===== src/rtl/tmr_pwm_pkg.sv =====
package tmr_pwm_pkg;
    localparam logic [2:0] MODE_TOGGLE = 3'b011;
    localparam logic [2:0] MODE_PWM_LO = 3'b110;
    localparam logic [2:0] MODE_PWM_HI = 3'b111;
endpackage


===== src/rtl/tmr_cnt_unit.sv =====
module tmr_cnt_unit #(
    parameter int CNT_W = 16
) (
    input  logic             clk,
    input  logic             rst_n,
    input  logic             cnt_en,
    input  logic             upd_gen,
    input  logic             arr_pre_en,
    input  logic             arr_wr,
    input  logic [CNT_W-1:0] arr_wdata,
    output logic [CNT_W-1:0] cnt_o,
    output logic             upd_o
);
    typedef struct packed {
        logic [CNT_W-1:0] cnt;
        logic [CNT_W-1:0] arr_hold;
        logic [CNT_W-1:0] arr_act;
    } cnt_state_t;

    cnt_state_t st_d, st_q;
    logic       wrap;

    always_comb begin
        st_d  = st_q;
        wrap  = cnt_en && (st_q.cnt == st_q.arr_act);
        upd_o = upd_gen || wrap;

        if (upd_gen || wrap) begin
            st_d.cnt = '0;
        end else if (cnt_en) begin
            st_d.cnt = st_q.cnt + 1'b1;
        end

        if (arr_wr) begin
            st_d.arr_hold = arr_wdata;
        end

        if (arr_wr && !arr_pre_en) begin
            st_d.arr_act = arr_wdata;
        end else if (upd_o) begin
            st_d.arr_act = arr_wr ? arr_wdata : st_q.arr_hold;
        end
    end

    always_ff @(posedge clk or negedge rst_n) begin
        if (!rst_n) begin
            st_q.cnt      <= '0;
            st_q.arr_hold <= '1;
            st_q.arr_act  <= '1;
        end else begin
            st_q <= st_d;
        end
    end

    assign cnt_o = st_q.cnt;

    assert_wrap_R1: assert property (@(posedge clk) disable iff (!rst_n)
        (cnt_en && st_q.cnt == st_q.arr_act) |=> (st_q.cnt == '0));
    assert_hold_R1: assert property (@(posedge clk) disable iff (!rst_n)
        (!cnt_en && !upd_gen) |=> $stable(st_q.cnt));
    assert_force_clear_R8: assert property (@(posedge clk) disable iff (!rst_n)
        upd_gen |=> (st_q.cnt == '0));
    assert_arr_frozen_R7: assert property (@(posedge clk) disable iff (!rst_n)
        (arr_pre_en && !upd_gen && !(cnt_en && st_q.cnt == st_q.arr_act)) |=> $stable(st_q.arr_act));
endmodule


===== src/rtl/tmr_cmp_unit.sv =====
module tmr_cmp_unit
    import tmr_pwm_pkg::*;
#(
    parameter int CNT_W = 16
) (
    input  logic             clk,
    input  logic             rst_n,
    input  logic             cnt_en,
    input  logic [CNT_W-1:0] cnt_i,
    input  logic             upd_i,
    input  logic [2:0]       mode,
    input  logic             cmp_pre_en,
    input  logic             cmp_wr,
    input  logic [CNT_W-1:0] cmp_wdata,
    input  logic             flag_clr,
    output logic             ref_o,
    output logic             flag_o
);
    typedef struct packed {
        logic [CNT_W-1:0] cmp_hold;
        logic [CNT_W-1:0] cmp_act;
        logic             tog;
        logic             flag;
    } cmp_state_t;

    cmp_state_t st_d, st_q;
    logic       hit;
    logic       below;

    always_comb begin
        st_d  = st_q;
        hit   = cnt_en && (cnt_i == st_q.cmp_act);
        below = (cnt_i < st_q.cmp_act);

        if (cmp_wr) begin
            st_d.cmp_hold = cmp_wdata;
        end
        if (cmp_wr && !cmp_pre_en) begin
            st_d.cmp_act = cmp_wdata;
        end else if (upd_i) begin
            st_d.cmp_act = cmp_wr ? cmp_wdata : st_q.cmp_hold;
        end

        if (hit && mode == MODE_TOGGLE) begin
            st_d.tog = ~st_q.tog;
        end

        if (hit) begin
            st_d.flag = 1'b1;
        end else if (flag_clr) begin
            st_d.flag = 1'b0;
        end

        case (mode)
            MODE_TOGGLE: ref_o = st_q.tog;
            MODE_PWM_LO: ref_o = below;
            MODE_PWM_HI: ref_o = ~below;
            default:     ref_o = 1'b0;
        endcase
    end

    always_ff @(posedge clk or negedge rst_n) begin
        if (!rst_n) begin
            st_q.cmp_hold <= '0;
            st_q.cmp_act  <= '0;
            st_q.tog      <= 1'b0;
            st_q.flag     <= 1'b0;
        end else begin
            st_q <= st_d;
        end
    end

    assign flag_o = st_q.flag;

    assert_toggle_flip_R2: assert property (@(posedge clk) disable iff (!rst_n)
        (hit && mode == MODE_TOGGLE) |=> (st_q.tog != $past(st_q.tog)));
    assert_cmp_frozen_R6: assert property (@(posedge clk) disable iff (!rst_n)
        (cmp_pre_en && !upd_i) |=> $stable(st_q.cmp_act));
    assert_flag_set_R10: assert property (@(posedge clk) disable iff (!rst_n)
        hit |=> st_q.flag);
    assert_flag_sticky_R10: assert property (@(posedge clk) disable iff (!rst_n)
        (st_q.flag && !flag_clr) |=> st_q.flag);
endmodule


===== src/rtl/tmr_pwm_chan.sv =====
module tmr_pwm_chan #(
    parameter int CNT_W = 16
) (
    input  logic             clk,
    input  logic             rst_n,
    input  logic             cnt_en,
    input  logic [2:0]       mode,
    input  logic             cmp_pre_en,
    input  logic             arr_pre_en,
    input  logic             pol,
    input  logic             out_en,
    input  logic             irq_en,
    input  logic             upd_gen,
    input  logic             arr_wr,
    input  logic [CNT_W-1:0] arr_wdata,
    input  logic             cmp_wr,
    input  logic [CNT_W-1:0] cmp_wdata,
    input  logic             flag_clr,
    output logic [CNT_W-1:0] cnt_o,
    output logic             upd_evt,
    output logic             pwm_out,
    output logic             match_flag,
    output logic             irq
);
    logic [CNT_W-1:0] cnt_w;
    logic             upd_w;
    logic             ref_w;
    logic             flag_w;

    tmr_cnt_unit #(.CNT_W(CNT_W)) cnt_u (
        .clk        (clk),
        .rst_n      (rst_n),
        .cnt_en     (cnt_en),
        .upd_gen    (upd_gen),
        .arr_pre_en (arr_pre_en),
        .arr_wr     (arr_wr),
        .arr_wdata  (arr_wdata),
        .cnt_o      (cnt_w),
        .upd_o      (upd_w)
    );

    tmr_cmp_unit #(.CNT_W(CNT_W)) cmp_u (
        .clk        (clk),
        .rst_n      (rst_n),
        .cnt_en     (cnt_en),
        .cnt_i      (cnt_w),
        .upd_i      (upd_w),
        .mode       (mode),
        .cmp_pre_en (cmp_pre_en),
        .cmp_wr     (cmp_wr),
        .cmp_wdata  (cmp_wdata),
        .flag_clr   (flag_clr),
        .ref_o      (ref_w),
        .flag_o     (flag_w)
    );

    always_comb begin
        pwm_out    = out_en & (ref_w ^ pol);
        irq        = flag_w & irq_en;
        cnt_o      = cnt_w;
        upd_evt    = upd_w;
        match_flag = flag_w;
    end

    assert_upd_on_strobe_R8: assert property (@(posedge clk) disable iff (!rst_n)
        upd_gen |-> upd_evt);
endmodule


===== config.mk =====
export PLATFORM = sky130hd
export DESIGN_NAME = tmr_pwm_chan
export DESIGN_NICKNAME = d
export VERILOG_FILES = /design/src/rtl/tmr_pwm_pkg.sv /design/src/rtl/tmr_cnt_unit.sv /design/src/rtl/tmr_cmp_unit.sv /design/src/rtl/tmr_pwm_chan.sv
export SDC_FILE = /design/constraint.sdc
export NUM_CORES = 1
export LEC_CHECK = 0
export BUFFER_PORTS_ARGS = -buffer_cell sky130_fd_sc_hd__buf_2
export CAP_MARGIN = 25
export CORE_ASPECT_RATIO = 0.6
export CORE_MARGIN = 3
export CORE_UTILIZATION = 40
export DETAILED_ROUTE_END_ITERATION = 8
export PLACE_DENSITY = 0.57
export SLEW_MARGIN = 20
export SYNTH_ARGS = -nofsm -noshare
export SYNTH_HDL_FRONTEND = slang
export SYNTH_SLANG_ARGS = --single-unit

===== constraint.sdc =====
create_clock -name clk -period 5.87 [get_ports clk]
set_clock_uncertainty 0.05 [all_clocks]
set_input_delay 0.2935 -clock clk [delete_from_list [all_inputs] [get_ports clk]]
set_output_delay 0.2935 -clock clk [all_outputs]
set_load 0.01 [all_outputs]

==> flow_summary.yaml, run 1 <==
synthesis:
  synth_flop_cell: "dfrtp_1"
  synth.top_cells.by_count: "dfrtp_1 (50), mux2_2 (44), dfstp_2 (32)"
  synth_edf_count: 0
  netlist_top_cells_area: "dfrtp_1 (30%), dfstp_2 (20%), mux2_2 (12%), mux2_4 (7.2%), xnor2_1 (5.4%)"
  yosysWarnings: 0
  synth_most_common_cell: "dfrtp_1"
  synth_mux_area_share_pct: 19.25
  async_flop_share_pct: 100.0
  synth_top_family_by_area: "multiplexers"
  synth_seq_area_share_pct: 49.97
  synth_compound_area_share_pct: 3.915
  synthCells: 332
  synth_top_area_share_pct: 29.89
  synth_area_leader_cell: "dfrtp_1"
  syn_area_per_cell_sq_um: 12.61
  ys_ff_latch: 82
  yosys.area_share.simple_pct: 9.175
  synth-xor-area-share_pct: 6.695
  ys_types: 40
  netlist_area_sq_um: 4187
  synthesis.nets: 396
  synthAdderAreaFrac_pct: 5.081
clocking:
  cts.clk_slew.worst_paths_ns: 0.06
  clk_root_buffer_cell: "clkbuf_16"
  cts_tree: "yes"
  max-clock-path-buffers: 2
  cts_setup_buffers: 0
  htree_levels: 3
  cts_sinks: 82
  cts_resized: 0
  cts_hold_buf: 0
  numCtsBuffers: 9
  insertion_delay_ns: 0.34
setup_path:
  worstPathMaxFanout: 7
  crit_path_start_kind: "register"
  slowest_stage: "dfrtp_1"
  crit_arrival_ns: 2.45
  crit_start: "cnt_u.cnt_o[9]"
  critPathBufInv: 1
  criticalPathCategory: "reg2out"
  crit_required_ns: 5.53
  crit_chain: "ha_1 > nand4_1 > nor4_1 > o21ai_0 > a32o_1 > nand2_1 > buf_2"
  crit_family: "compound AO/OA/AOI/OAI gates"
  crit_path_end_kind: "output port"
  worstReg2RegStart: "cnt_u.cnt_o[1]"
  critPathMaxStageDelay_ns: 0.49
global_route:
  grt.total_usage_pct: 15.33
  antenna_found_initial: 0
  grt_pass1_vias: 2813
  grt-ovfl-total: 0
  grt_start_max_net_pins: 83
  grt_pass1_wl_mm: 14.25
cells_and_area:
  nets: 448
  layout-drive-gt1-share_pct: 46.53
  stdcell_area_sq_um: 4781
  n_antenna_cell: 0
  area_delta_synth_final_pct: 14.20
pwr:
  switching_share_pct: 23.64
  peakVddDrop_mv: 0.1666
  p_leak_nw: 2.201
  powerDensity_nw_per_um2: 285.7
  power.sequential.fraction_pct: 49.2
  power_mw: 1.366
  p_clk_share_pct: 36.9
  pwr-share-comb_pct: 13.9
  p_int_mw: 1.043
  power_switching_mw: 0.3230
floorplan:
  initial_core_util_pct: 41.78
  die_area_sq_um: 11770
  dieHeight_microns: 85.25
  coreArea_sq_um: 10020
  rows: 28
  ios: 67
  die_w_microns: 138.1
placed_design:
  dpl.hpwl_mm: 6.132
  io_buffers: 66
  gp_congestion: 0.7988
  place_area_sq_um: 4512
sta:
  worst-slew-pin-transition_ns: 1.068
  fin_setup_tns_ns: 0
  post-route-period-util_pct: 47.52
  finalSetupViolations: 0
  hold_violations: 41
  finalMaxSlewViolations: 0
  whs_ns: -0.07745
  max_freq_ghz: 0.3585
  period_needed_ns: 2.790
  relSlewSlack_pct: 28.83
  rsz0062_at_grt: "no"
detailed_routing:
  ant_nets: 0
  drt_iter0_drc: 83
  drt-total-wl_mm: 8.294
  vias_per_cell: 4.840
  wire_per_inst_microns: 15.83
  drc: 0
  dr_wl_met2_mm: 3.241
  first_pass_iters: 5
  dr.max_layer_used: "met4"
  dr_total_vias: 2536
  dr_wl_met3_microns: 548
  met1Wirelength_mm: 4.420
outcome:
  status: "finished, violations left"
  violations: "negative hold slack"
min_path:
  hold_class: "in2async"
flow_run:
  maxCapViolCount: 0
metal layers:
metal	global-route usage (%)	up-vias
li1	-	1231
met3	5.574	7
met5	0	-
met4	4.484	0
met1	22.09	1231
met2	21.64	67
layout by cell type, fill, tap and decap left out, drive strengths merged, types with 9 or more instances in the layout:
cell,netlist,final
buf,24,66
clkbuf,1,13
dfrtp,50,50
dfstp,32,32
ha,17,17
inv,19,19
mux2,64,64
nand2,14,14
nand4,9,9
nor2,20,20
xnor2,26,26
power by group through the flow:
stage,Clock [mW],Sequential (mW),Combinational (mW)
6_report,0.504,0.672,0.190
5_1_grt,0.545,0.680,0.216
4_1_cts,0.524,0.673,0.194
3_5_place_dp,0,0.682,0.192
3_3_place_gp,0,0.680,0.189
2_1_floorplan,0,0.672,0.142
worst reg2reg max path: cells and delay by family (launching register included):
kind | cells | cell delay (ns)
AO/OA/AOI/OAI | 1 | 0.87
flip-flops | 1 | 0.47
XOR/XNOR | 1 | 0.19
AND/OR/NAND/NOR | 2 | 0.25
multiplexers | 1 | 0.43
registers in the layout, summed over array words and instances, names as in the netlist:
register      cells
cmp_u.st_q       33
cnt_u.st_q       32
cnt_u.cnt_o      16
cmp_u.flag_o      1
through the flow:
step	worst slack, ns	cells	utilization (%)
after floorplan	3.819	332	-
after global placement	3.476	508	45.03
after detailed placement	3.443	508	45.03
after CTS	3.069	524	47.68
after global routing	2.807	524	47.71
final	3.080	524	47.71
worst paths after layout:
check | to | slack, ns | cells after the start
max in group asynchronous | cnt_u.cnt_o[8] | 5.28 | 1
min reg2reg | cmp_u.st_q[22] | 0.44 | 1
max reg2reg | cmp_u.st_q[5] | 3.51 | 5
max | pwm_out | 3.08 | 7
min in group clk | cmp_u.flag_o | 0.10 | 2
min | cnt_u.cnt_o[10] | -0.08 | 1
logic make-up (layout without fill, tap and decap cells):
| logic type | Yosys count | count (layout) |
|---|---|---|
| AO/OA/AOI/OAI | 19 | 19 |
| XOR/XNOR | 32 | 32 |
| adder cells (fa/ha/maj) | 17 | 17 |
| buffers and inverters | 44 | 101 |
| flip-flops | 82 | 82 |
| multiplexers | 65 | 65 |
| AND/OR/NAND/NOR | 73 | 73 |
layout make-up:
class / count / area (sq um)
multi-input cells: 206 / 1847
fillers: 951 / 5239
repair buffers: 66 / 336.6
well taps: 135 / 168.9
clock buffers: 13 / 250.2
flip-flops and latches: 82 / 2092
inverters: 19 / 71.32
clock inverters: 3 / 15.01
No activity file was read; power rests on OpenSTA's default activity.
==> run 2: changes to the inputs <==
clock period = 2.65 ns   (was 5.87 ns; I/O delays follow)
==> run 2 against run 1 <==
- the flow now finishes without violations
- register-to-register slack got worse by 3.3 ns
- non-clock buffer count increased by 30
- clock-buffer cell count increased by 2
- worst setup slack got worse by 2.9 ns
- die area unchanged
- wire length increased by 7.1%
==> flow_summary.yaml, run 2 (same netlist as run 1, synthesis figures left out) <==
sta:
  setup_slack_ns: 0.1321
  hold_violations: 0
  max_freq_ghz: 0.3972
  period_needed_ns: 2.518
  whs_ns: 0.008994
  finalMaxSlewViolations: 0
  worst-slew-pin-transition_ns: 1.065
  rsz0062_at_grt: "no"
  post-route-period-util_pct: 95.01
  finalSetupViolations: 0
  fin_setup_tns_ns: 0
  relSlewSlack_pct: 29.02
cells_and_area:
  largest_reg_flops: 33
  nets: 478
  finish.utilization_pct: 51.31
  layout-drive-gt1-share_pct: 46.30
  stdcell_area_sq_um: 5141
  final_cells: 554
  n_antenna_cell: 0
  layout_commonest_cell: "buf_2"
  layout_common_cells: "buf_2 (65), dfrtp_1 (47), mux2_2 (44)"
  area_delta_synth_final_pct: 22.80
  top_register: "cmp_u.st_q"
floorplan:
  initial_core_util_pct: 41.78
  die_w_microns: 138.1
  rows: 28
  ios: 67
  die_area_sq_um: 11770
  dieHeight_microns: 85.25
  coreArea_sq_um: 10020
placed_design:
  place_ws_ns: 0.1858
  place_area_sq_um: 4549
  dpl.hpwl_mm: 6.387
  gp_congestion: 0.7705
  dp.cells: 513
  io_buffers: 66
setup_path:
  criticalPathCategory: "reg2out"
  crit_path_end_kind: "output port"
  crit_path_start_kind: "register"
  worstReg2RegStart: "cnt_u.cnt_o[3]"
  r2r_cells: 5
  worstPathMaxFanout: 5
  reg2reg_to: "cmp_u.st_q[17]"
  r2r_slack_ns: 0.25
  crit_required_ns: 2.47
  crit_arrival_ns: 2.34
detailed_routing:
  dr_total_vias: 2699
  drt_iter0_drc: 106
  wire_per_inst_microns: 16.03
  ant_nets: 0
  first_pass_iters: 4
  drc: 0
  vias_per_cell: 4.872
  drt-total-wl_mm: 8.883
clocking:
  htree_levels: 3
  numCtsBuffers: 9
  clk_root_buffer_cell: "clkbuf_16"
  cts_tree: "yes"
  cts_setup_buffers: 0
  cts_sinks: 82
  cts.clk_slew.worst_paths_ns: 0.06
  max-clock-path-buffers: 2
  insertion_delay_ns: 0.34
global_route:
  grt_start_max_net_pins: 83
  grt_pass1_wl_mm: 14.79
  grt.total_usage_pct: 16.07
  grt_pass1_vias: 2739
  antenna_found_initial: 0
  grt-ovfl-total: 0
pwr:
  power_switching_mw: 0.7482
  pwr-share-comb_pct: 14.6
  p_leak_nw: 2.355
  power.sequential.fraction_pct: 46.5
  peakVddDrop_mv: 0.2944
  power_mw: 3.196
  p_int_mw: 2.447
  powerDensity_nw_per_um2: 621.6
  switching_share_pct: 23.41
  p_clk_share_pct: 38.9
min_path:
  hold-path-endpoint: "cnt_u.st_q[22]"
  worstHoldPathCells: 2
  min_from: "arr_wdata[6]"
  hold_class: "in2reg"
flow_run:
  maxCapViolCount: 0
outcome:
  status: "complete, no violations"
[run 2: how the worst max path moves through the flow]
stage | slack [ns] | to | start
after global placement | 0.21 | pwm_out | cnt_u.cnt_o[9]
after detailed placement | 0.19 | pwm_out | cnt_u.cnt_o[9]
final | 0.13 | pwm_out | cnt_u.cnt_o[14]
after CTS | 0.04 | pwm_out | cnt_u.cnt_o[9]
after global routing | 0.02 | pwm_out | cnt_u.cnt_o[14]
after floorplan | 0.64 | cmp_u.st_q[10] | cnt_u.st_q[4]
[run 2: layout make-up]
| cell class | instances | area, sq um |
|---|---|---|
| Clock buffer | 15 | 297.8 |
| Multi-Input combinational cell | 206 | 1878 |
| Clock inverter | 1 | 5.005 |
| Tap cell | 135 | 168.9 |
| Timing Repair Buffer | 96 | 624.3 |
| Inverter | 19 | 71.32 |
| Fill cell | 933 | 4878 |
| Sequential cell | 82 | 2096 |
[run 2: timing repair]
| action | in CTS | in global routing |
|---|---|---|
| pin swaps | 0 | 3 |
| endpoints found under the hold margin | 74 | 0 |
| endpoints found under the setup margin | 1 | 2 |
| hold buffers | 25 | 0 |
| gates resized for setup | 3 | 6 |
[run 2: power by group through the flow]
| stage | Combinational [mW] | Sequential (mW) | Clock [mW] |
|---|---|---|---|
| global route | 0.520 | 1.50 | 1.34 |
| finish | 0.468 | 1.48 | 1.24 |
| detailed placement | 0.435 | 1.50 | 0 |
| global placement | 0.427 | 1.50 | 0 |
| CTS | 0.469 | 1.49 | 1.28 |
| floorplan | 0.314 | 1.49 | 0 |
[run 2: routing by layer]
metal	global-route usage (%)	wire length, microns	vias up
li1	-	-	1294
met5	0	0	-
met2	21.19	3529	58
met1	25.04	4813	1339
met3	4.842	448	8
met4	4.574	93	0
[run 2: critical path, stage by stage (launching register included)]
cell and delay, ns:
dfrtp_2 0.45, ha_1 0.33, nand4_1 0.25, nor4_4 0.34, o21ai_2 0.14, a32o_1 0.27, nand2_1 0.08, buf_2 0.13
